$ cat config.mk
export PLATFORM = sky130hd
export DESIGN_NAME = shift_rot_unit
export DESIGN_NICKNAME = d
export VERILOG_FILES = /design/src/rtl/shift_rot_pkg.sv /design/src/rtl/shift_rot_decode.sv /design/src/rtl/shift_rot_barrel.sv /design/src/rtl/shift_rot_unit.sv
export SDC_FILE = /design/constraint.sdc
export NUM_CORES = 1
export LEC_CHECK = 0
export ABC_AREA = 1
export CORE_MARGIN = 2
export CORE_UTILIZATION = 30
export DETAILED_ROUTE_END_ITERATION = 10
export PLACE_DENSITY = 0.51
export REMOVE_ABC_BUFFERS = 1
export SLEW_MARGIN = 0
export SYNTH_ARGS = -nofsm -noshare
export SYNTH_HDL_FRONTEND = slang
export SYNTH_HIERARCHICAL = 1
export SYNTH_SLANG_ARGS = --single-unit
$ cat constraint.sdc
create_clock -name clk -period 0.89 [get_ports clk]
set_input_delay 0.2225 -clock clk [delete_from_list [all_inputs] [get_ports clk]]
set_output_delay 0.2225 -clock clk [all_outputs]
set_load 0.01 [all_outputs]
$ cat src/rtl/shift_rot_pkg.sv
package shift_rot_pkg;

    typedef enum logic [1:0] {
        SH_LEFT  = 2'd0,
        SH_RIGHT = 2'd1,
        SH_ARITH = 2'd2,
        SH_ROTR  = 2'd3
    } sh_op_e;

    typedef enum logic [1:0] {
        FILL_ZERO = 2'd0,
        FILL_SIGN = 2'd1,
        FILL_WRAP = 2'd2
    } fill_e;

    // function codes (instruction bits 5:0)
    localparam logic [5:0] FN_W_LI  = 6'h00;
    localparam logic [5:0] FN_W_RI  = 6'h02;
    localparam logic [5:0] FN_W_AI  = 6'h03;
    localparam logic [5:0] FN_W_LR  = 6'h04;
    localparam logic [5:0] FN_W_RR  = 6'h06;
    localparam logic [5:0] FN_W_AR  = 6'h07;
    localparam logic [5:0] FN_D_LR  = 6'h14;
    localparam logic [5:0] FN_D_RR  = 6'h16;
    localparam logic [5:0] FN_D_AR  = 6'h17;
    localparam logic [5:0] FN_D_LI  = 6'h38;
    localparam logic [5:0] FN_D_RI  = 6'h3A;
    localparam logic [5:0] FN_D_AI  = 6'h3B;
    localparam logic [5:0] FN_D_LI2 = 6'h3C;
    localparam logic [5:0] FN_D_RI2 = 6'h3E;
    localparam logic [5:0] FN_D_AI2 = 6'h3F;

    localparam logic [5:0] GRP_MAJOR = 6'h00;

    typedef struct packed {
        logic   hit;      // word belongs to the shift group
        logic   bad;      // reserved selector value
        sh_op_e op;
        logic   word;     // 32-bit form
        logic   use_reg;  // amount from operand
        logic   plus32;   // amount offset by half width
    } dec_t;

endpackage

$ cat src/rtl/shift_rot_decode.sv
module shift_rot_decode
    import shift_rot_pkg::*;
(
    input  logic [31:0] instr,
    output dec_t        dec
);

    logic [5:0] major;
    logic [5:0] fn;
    logic [4:0] sel_hi;
    logic [4:0] sel_lo;

    assign major  = instr[31:26];
    assign fn     = instr[5:0];
    assign sel_hi = instr[25:21];
    assign sel_lo = instr[10:6];

    always_comb begin
        dec         = '0;
        dec.op      = SH_LEFT;
        dec.hit     = 1'b1;
        unique case (fn)
            FN_W_LI: begin dec.word = 1'b1; dec.op = SH_LEFT;  end
            FN_W_AI: begin dec.word = 1'b1; dec.op = SH_ARITH; end
            FN_W_RI: begin
                dec.word = 1'b1;
                if (sel_hi == 5'd0)      dec.op  = SH_RIGHT;
                else if (sel_hi == 5'd1) dec.op  = SH_ROTR;
                else                     dec.bad = 1'b1;
            end
            FN_W_LR: begin dec.word = 1'b1; dec.use_reg = 1'b1; dec.op = SH_LEFT;  end
            FN_W_AR: begin dec.word = 1'b1; dec.use_reg = 1'b1; dec.op = SH_ARITH; end
            FN_W_RR: begin
                dec.word    = 1'b1;
                dec.use_reg = 1'b1;
                if (sel_lo == 5'd0)      dec.op  = SH_RIGHT;
                else if (sel_lo == 5'd1) dec.op  = SH_ROTR;
                else                     dec.bad = 1'b1;
            end
            FN_D_LR: begin dec.use_reg = 1'b1; dec.op = SH_LEFT;  end
            FN_D_AR: begin dec.use_reg = 1'b1; dec.op = SH_ARITH; end
            FN_D_RR: begin
                dec.use_reg = 1'b1;
                if (sel_lo == 5'd0)      dec.op  = SH_RIGHT;
                else if (sel_lo == 5'd1) dec.op  = SH_ROTR;
                else                     dec.bad = 1'b1;
            end
            FN_D_LI: dec.op = SH_LEFT;
            FN_D_AI: dec.op = SH_ARITH;
            FN_D_RI: begin
                if (sel_hi == 5'd0)      dec.op  = SH_RIGHT;
                else if (sel_hi == 5'd1) dec.op  = SH_ROTR;
                else                     dec.bad = 1'b1;
            end
            FN_D_LI2: begin dec.plus32 = 1'b1; dec.op = SH_LEFT;  end
            FN_D_AI2: begin dec.plus32 = 1'b1; dec.op = SH_ARITH; end
            FN_D_RI2: begin
                dec.plus32 = 1'b1;
                if (sel_hi == 5'd0)      dec.op  = SH_RIGHT;
                else if (sel_hi == 5'd1) dec.op  = SH_ROTR;
                else                     dec.bad = 1'b1;
            end
            default: dec.hit = 1'b0;
        endcase
        if (major != GRP_MAJOR) begin
            dec.hit = 1'b0;
        end
        if (!dec.hit) begin
            dec.bad = 1'b0;
        end
    end

endmodule

$ cat src/rtl/shift_rot_barrel.sv
module shift_rot_barrel
    import shift_rot_pkg::*;
#(
    parameter int W = 64
) (
    input  logic [W-1:0]         din,
    input  logic [$clog2(W)-1:0] amt,
    input  fill_e                fill,
    output logic [W-1:0]         dout
);

    localparam int AW = $clog2(W);

    logic [AW:0][W-1:0] stage;

    assign stage[0] = din;

    for (genvar k = 0; k < AW; k++) begin : g_stage
        localparam int S = 1 << k;
        logic [S-1:0] fill_bits;
        assign fill_bits = (fill == FILL_WRAP) ? stage[k][S-1:0] :
                           (fill == FILL_SIGN) ? {S{din[W-1]}}   : '0;
        assign stage[k+1] = amt[k] ? {fill_bits, stage[k][W-1:S]} : stage[k];
    end

    assign dout = stage[AW];

endmodule

$ cat src/rtl/shift_rot_unit.sv
module shift_rot_unit
    import shift_rot_pkg::*;
#(
    parameter int DATA_W = 64
) (
    input  logic              clk,
    input  logic              rst_n,
    input  logic              issue_i,
    input  logic [31:0]       instr_i,
    input  logic [DATA_W-1:0] src_i,
    input  logic [DATA_W-1:0] amt_i,
    output logic [DATA_W-1:0] result_o,
    output logic              valid_o,
    output logic              resv_exc_o
);

    localparam int HALF_W = DATA_W / 2;
    localparam int AMT_W  = $clog2(DATA_W);
    localparam int HAMT_W = AMT_W - 1;

    typedef struct packed {
        logic [DATA_W-1:0] res;
        logic              vld;
        logic              exc;
    } state_t;

    state_t st_d, st_q;
    dec_t   dec;

    logic [AMT_W-1:0]  amount;
    fill_e             fill;
    logic [DATA_W-1:0] full_in, full_out, full_res;
    logic [HALF_W-1:0] half_src, half_in, half_out, half_res;
    logic [DATA_W-1:0] op_res;

    shift_rot_decode u_dec (
        .instr (instr_i),
        .dec   (dec)
    );

    // amount selection
    always_comb begin
        if (dec.use_reg) begin
            amount = dec.word ? {1'b0, amt_i[HAMT_W-1:0]} : amt_i[AMT_W-1:0];
        end else begin
            amount = AMT_W'(instr_i[10:6]);
            if (dec.plus32) begin
                amount = amount | AMT_W'(HALF_W);
            end
        end
    end

    always_comb begin
        unique case (dec.op)
            SH_ARITH: fill = FILL_SIGN;
            SH_ROTR:  fill = FILL_WRAP;
            default:  fill = FILL_ZERO;
        endcase
    end

    // left shifts run through the right-shifting barrel bit-reversed
    assign half_src = src_i[HALF_W-1:0];
    assign full_in  = (dec.op == SH_LEFT) ? {<<{src_i}}    : src_i;
    assign half_in  = (dec.op == SH_LEFT) ? {<<{half_src}} : half_src;

    shift_rot_barrel #(.W(DATA_W)) u_full (
        .din  (full_in),
        .amt  (amount),
        .fill (fill),
        .dout (full_out)
    );

    shift_rot_barrel #(.W(HALF_W)) u_half (
        .din  (half_in),
        .amt  (amount[HAMT_W-1:0]),
        .fill (fill),
        .dout (half_out)
    );

    assign full_res = (dec.op == SH_LEFT) ? {<<{full_out}} : full_out;
    assign half_res = (dec.op == SH_LEFT) ? {<<{half_out}} : half_out;
    assign op_res   = dec.word ? {{HALF_W{half_res[HALF_W-1]}}, half_res} : full_res;

    // next state
    always_comb begin
        st_d     = st_q;
        st_d.vld = 1'b0;
        st_d.exc = 1'b0;
        if (issue_i && dec.hit) begin
            if (dec.bad) begin
                st_d.exc = 1'b1;
            end else begin
                st_d.vld = 1'b1;
                st_d.res = op_res;
            end
        end
    end

    always_ff @(posedge clk or negedge rst_n) begin
        if (!rst_n) begin
            st_q <= '0;
        end else begin
            st_q <= st_d;
        end
    end

    assign result_o   = st_q.res;
    assign valid_o    = st_q.vld;
    assign resv_exc_o = st_q.exc;

    logic unused_bits;
    assign unused_bits = ^{instr_i[20:11], amt_i[DATA_W-1:AMT_W]};

endmodule

==> results.py, run 1 <==
metrics = {
    "timing": {
        "whs_ns": 0.0768,
        "setup_viol": 132,
        "min_period_over_period_pct": 355,
        "rsz0062_at_grt": "yes",
        "setup_ws_ns": -2.27,
        "max_slew_margin_pct": 51.7,
        "hold_viol_final": 0,
        "drv_slew": 0,
        "finClkSkew_ns": 0,
        "finalCriticalPeriod_ns": 3.16,
        "tightest_slew_ns": 0.724,
        "fmax_mhz": 316,
    },
    "critical_path": {
        "cp-end-kind": "register",
        "cp.arrival_ns": 3.42,
        "critPathMaxStageDelay_ns": 0.25,
        "crit_slowest_cell": "clkdlybuf4s15_1",
        "cp-start-kind": "input port",
        "r2r_start": "result_o[22]",
        "cp_max_fo": 17,
        "cp.required_ns": 1.15,
        "critPathMostFrequentCell": "nand2_1",
        "cp-startpoint": "instr_i[4]",
        "path_class": "input port to register",
        "crit_buf_inv": 5,
        "cpLargestDelayFamily": "simple AND/OR/NAND/NOR gates",
    },
    "global_routing": {
        "antenna_found_initial": 2,
        "grt_max_degree": 65,
        "grt-ovfl-total": 0,
        "grt_pass1_wl_mm": 104,
        "grt_usage_pct": 30.4,
        "grt_pass1_vias": 17900,
    },
    "synth": {
        "yosysUniqueCellTypes": 27,
        "synth_area_leader_cell": "nand2_1",
        "synthCells": 2636,
        "synth_ff_type": "dfrtp_1",
        "async_reset_ff_share_pct": 100,
        "ys_warn_count": 6,
        "ys_seq_area_share_pct": 12.8,
        "synth_seq_cells": 66,
        "avgSynthCellArea_um2": 4.91,
        "synth_commonest_cells": "nand2_1 (1205), nand3_1 (830), inv_1 (180)",
        "synth_edf_count": 0,
        "yosys-top-cells-area": "nand2_1 (35%), nand3_1 (32%), dfrtp_1 (13%)",
        "synth_most_common_cell": "nand2_1",
        "synthesis.area_mm2": 0.0129,
        "synth_top_area_share_pct": 35.0,
    },
    "routing": {
        "first_iter_violations": 1932,
        "ant_nets": 0,
        "wl_mm": 68.0,
        "wl_per_cell_um": 19.4,
        "route.detailed.drc": 0,
        "viasPerCell": 5.41,
        "dr.pass1.iters": 6,
        "vias": 18900,
    },
    "floorplanning": {
        "chipHeight_um": 212,
        "initial_core_util_pct": 30.2,
        "dieArea_mm2": 0.0448,
        "fp.dieW_um": 212,
        "core.rowCount": 76,
        "pin_count": 229,
        "core-area_mm2": 0.0428,
    },
    "layout": {
        "area_delta_synth_final_pct": 40.3,
        "fin_nets": 3114,
        "post-route-util_pct": 42.4,
        "fin_area_mm2": 0.0181,
        "insertedDiodeCount": 0,
        "layout.cells.non_filler": 3501,
        "final_layout_size_suffix_gt1_share_pct": 22.1,
    },
    "placed_design": {
        "gp_congestion": 1.04,
        "port_buffers": 160,
        "dp_cells": 3463,
        "dp_hpwl_mm": 54.9,
        "place_ws_ns": -3.29,
        "dpl_cell_area_mm2": 0.0170,
    },
    "power": {
        "ir_drop_mv": 0.625,
        "powerDensity_mw_per_mm2": 1050,
        "p_leak_uw": 0.0102,
    },
    "job": {
        "cap_violations": 0,
    },
    "clock_network": {
        "cts_tree": "yes",
        "insertion_delay_ns": 0.36,
        "cts_root_buf": "clkbuf_16",
        "cts_max_path_buffers": 2,
        "clk_transition_reported_paths_ns": 0.06,
        "postCtsHoldBufs": 0,
        "htreeDepth": 3,
        "cts.sinks": 66,
        "cts_buffers": 9,
    },
    "status": {
        "status": "finished, violations left",
        "violations": "setup timing",
    },
    "worst_hold_path": {
        "hold_path_class": "input port to async pin",
    },
}
-- kinds of logic after synthesis --
logic type,after synthesis,share of synthesized area (%)
mux,5,0.435
compound gates,96,3.81
simple gates,2090,69.5
buf+inv,379,13.5
flops,66,12.8
-- routing by layer --
metal | GRT usage, % | routed length, um | up-vias
met4 | 15.1 | 3650 | 4
met3 | 4.38 | 4590 | 136
met1 | 38.8 | 28600 | 8848
met5 | 0 | 22 | -
li1 | - | - | 9170
met2 | 50.1 | 31100 | 767
-- what timing repair did --
item,in CTS,in global routing
setup buffers,18,1
setup endpoints to repair,132,132
gates resized for setup,269,176
pin swaps,32,17
gates cloned,5,0
-- cell type report --
class,count,area (um2)
timing repair buffer,489,4380
multi-input combinational,2191,10400
tap,546,683
clock inverter,6,35.0
clock buffer,9,225
sequential,66,1650
inverter,194,744
fill,4850,24600
-- final timing paths --
path | slack [ns] | endpoint | depth (start not counted)
worst max-delay path | -2.27 | result_o[27] | 27
worst min-delay path | 0.08 | result_o[14] | 2
worst max register to register | 0.16 | result_o[22] | 3
worst min register to register | 0.47 | result_o[30] | 2
max in group asynchronous | 0.66 | result_o[36] | 2
min in group clk | 0.43 | resv_exc_o | 3
-- cells in the final DEF (no fill, tap or decap), types with 19 or more instances in the layout --
| cell type | instances |
|---|---|
| inv_2 | 19 |
| buf_2 | 19 |
| nand2_2 | 52 |
| clkbuf_2 | 41 |
| o21ai_2 | 25 |
| buf_12 | 38 |
| nand3_1 | 721 |
| o21ai_1 | 34 |
| inv_1 | 171 |
| dfrtp_1 | 66 |
| buf_4 | 279 |
| nor2_1 | 21 |
| nand2_1 | 1156 |
| nand3_2 | 111 |
| o21ai_0 | 32 |
| clkdlybuf4s50_1 | 91 |
-- state kept, by name, indices dropped and copies added, names as in the netlist --
signal and cells:
resv_exc_o 1, valid_o 1, result_o 64
-- power breakdown --
group	leakage [uW]	internal, uW	switching (uW)
registers	0.000913	3180	100
clock network	0.000127	1840	1430
logic	0.00914	4570	7870
total	0.0102	9590	9400
-- metrics by stage --
step	TNS [ns]	total power, uW
2_1_floorplan	-462.39	9610
3_3_place_gp	-214.42	14900
3_5_place_dp	-216.11	14900
4_1_cts	-170.73	18700
5_1_grt	-173.30	20300
6_report	-157.72	19000
Note: power is estimated with default switching activity, not from simulation.
==> run 2, diff against run 1 <==
- PLACE_DENSITY: 0.51 -> 0.58
- REMOVE_ABC_BUFFERS: 1 -> not set
==> results.py, run 2 (synthesis gave the netlist of run 1 again) <==
metrics = {
    "critical_path": {
        "cp-start-kind": "input port",
        "path_class": "input port to register",
        "reg2reg_slack_ns": 0.16,
        "cp.arrival_ns": 3.19,
        "endpoint": "result_o[10]",
        "cp-end-kind": "register",
        "cp_max_fo": 8,
        "cp-startpoint": "instr_i[3]",
        "cp.required_ns": 1.12,
        "r2r-end": "result_o[45]",
        "reg2reg_depth": 3,
        "r2r_start": "result_o[45]",
    },
    "clock_network": {
        "clk_transition_reported_paths_ns": 0.06,
        "cts_root_buf": "clkbuf_16",
        "insertion_delay_ns": 0.33,
        "cts_buffers": 9,
        "htreeDepth": 3,
        "cts.sinks": 66,
        "cts_max_path_buffers": 2,
        "cts_tree": "yes",
    },
    "layout": {
        "layout.cells.non_filler": 3494,
        "final_layout_size_suffix_gt1_share_pct": 34.3,
        "area_delta_synth_final_pct": 56.5,
        "final_common_cell": "nand2_1",
        "insertedDiodeCount": 0,
        "largest_reg_flops": 64,
        "fin_nets": 3106,
        "final_cell_mix": "nand2_1 (1019), nand3_1 (529), nand3_2 (281)",
        "post-route-util_pct": 47.3,
    },
    "synth": {
        "synth.net_count": 2799,
    },
    "routing": {
        "wl_per_cell_um": 20.3,
        "route.detailed.drc": 0,
        "first_iter_violations": 2149,
        "dr.pass1.iters": 6,
        "viasPerCell": 5.63,
        "vias": 19700,
        "wl_mm": 71.0,
        "ant_nets": 0,
    },
    "floorplanning": {
        "chipHeight_um": 212,
        "pin_count": 229,
        "fp.dieW_um": 212,
        "core.rowCount": 76,
        "dieArea_mm2": 0.0448,
        "core-area_mm2": 0.0428,
        "initial_core_util_pct": 30.2,
    },
    "placed_design": {
        "gp_congestion": 1.07,
        "port_buffers": 160,
        "dp_cells": 3425,
        "dp_hpwl_mm": 53.1,
    },
    "global_routing": {
        "grt_pass1_wl_mm": 103,
        "grt_max_degree": 95,
        "grt_pass1_vias": 18200,
        "grt_usage_pct": 29.6,
        "grt-ovfl-total": 0,
        "antenna_found_initial": 0,
    },
    "power": {
        "p_leak_uw": 0.0109,
        "ir_drop_mv": 0.770,
        "p_total_uw": 20900,
        "powerDensity_mw_per_mm2": 1030,
    },
    "timing": {
        "finClkSkew_ns": 0,
        "fin_setup_tns_ns": -147.72,
        "whs_ns": 0.402,
        "setup_viol": 132,
        "setup_ws_ns": -2.07,
        "min_period_over_period_pct": 333,
        "fmax_mhz": 338,
        "tightest_slew_ns": 0.902,
        "hold_viol_final": 0,
        "drv_slew": 0,
        "max_slew_margin_pct": 39.8,
        "rsz0062_at_grt": "yes",
        "finalCriticalPeriod_ns": 2.96,
    },
    "job": {
        "cap_violations": 0,
    },
    "worst_hold_path": {
        "hold_path_class": "input port to async pin",
    },
    "status": {
        "status": "finished, violations left",
        "violations": "setup timing",
    },
}
run 2: layer usage:
layer / track usage [%] / share of wire [%] / up-vias
met5: 0 / 0 / -
met4: 13.5 / 5.6 / 0
met3: 3.47 / 7.9 / 188
met2: 49.6 / 47 / 974
met1: 38.0 / 40 / 9337
li1: - / - / 9166
run 2: report_power, final:
part,internal [uW],switching (uW)
Clock,1960,1440
Sequential,3180,118
Combinational,5170,9000
Total,10300,10600
run 2: worst min path at each step:
stage          cells after the start  slack, ns            to
6_report                           3       0.40       valid_o
5_1_grt                            3       0.44  result_o[43]
4_1_cts                            3       0.40       valid_o
3_5_place_dp                       2       0.22       valid_o
3_3_place_gp                       2       0.22       valid_o
2_1_floorplan                      0      -0.07   result_o[0]
run 2: through the flow:
stage               instance area [um2]  setup WS [ns]
floorplan                         13000          -1.78
CTS                               17700          -2.49
global route                      20200          -2.25
detailed placement                16700          -3.13
finish                            20200          -2.07
global placement                  16700          -3.07
run 2: area by class of cell:
type / count / area (um2)
Clock buffer: 10 / 239
Multi-Input combinational cell: 2192 / 12200
Timing Repair Buffer: 480 / 4660
Tap cell: 546 / 683
Fill cell: 4510 / 22500
Inverter: 194 / 773
Clock inverter: 6 / 41.3
Sequential cell: 66 / 1650
run 2: worst max-delay path, stage by stage:
cell and delay, ns:
buf_12 0.12, nor2_4 0.14, nand2_2 0.09, o21ai_4 0.18, nand3_2 0.11, nand3_4 0.12
nor2_4 0.07, buf_12 0.14, buf_16 0.15, nand2_1 0.07, o21ai_0 0.08, buf_4 0.15
nand2_1 0.10, nand3_1 0.15, nand3_2 0.14, nand3_2 0.14, nand2_1 0.12, nand2_1 0.08
nand3_1 0.09, nand2_1 0.05, nand2_1 0.05, nand2_1 0.07, inv_1 0.08, nand2_1 0.08
nand3_2 0.19, nand2_1 0.07, nand2_1 0.06, nand2_1 0.04
run 2: timing repair:
item,CTS,global route
pin swaps,24,95
resized for setup,242,634
setup buffers,6,28
hold buffers,1,0
setup endpoints to repair,132,132
hold endpoints to repair,66,0
cloned,4,15
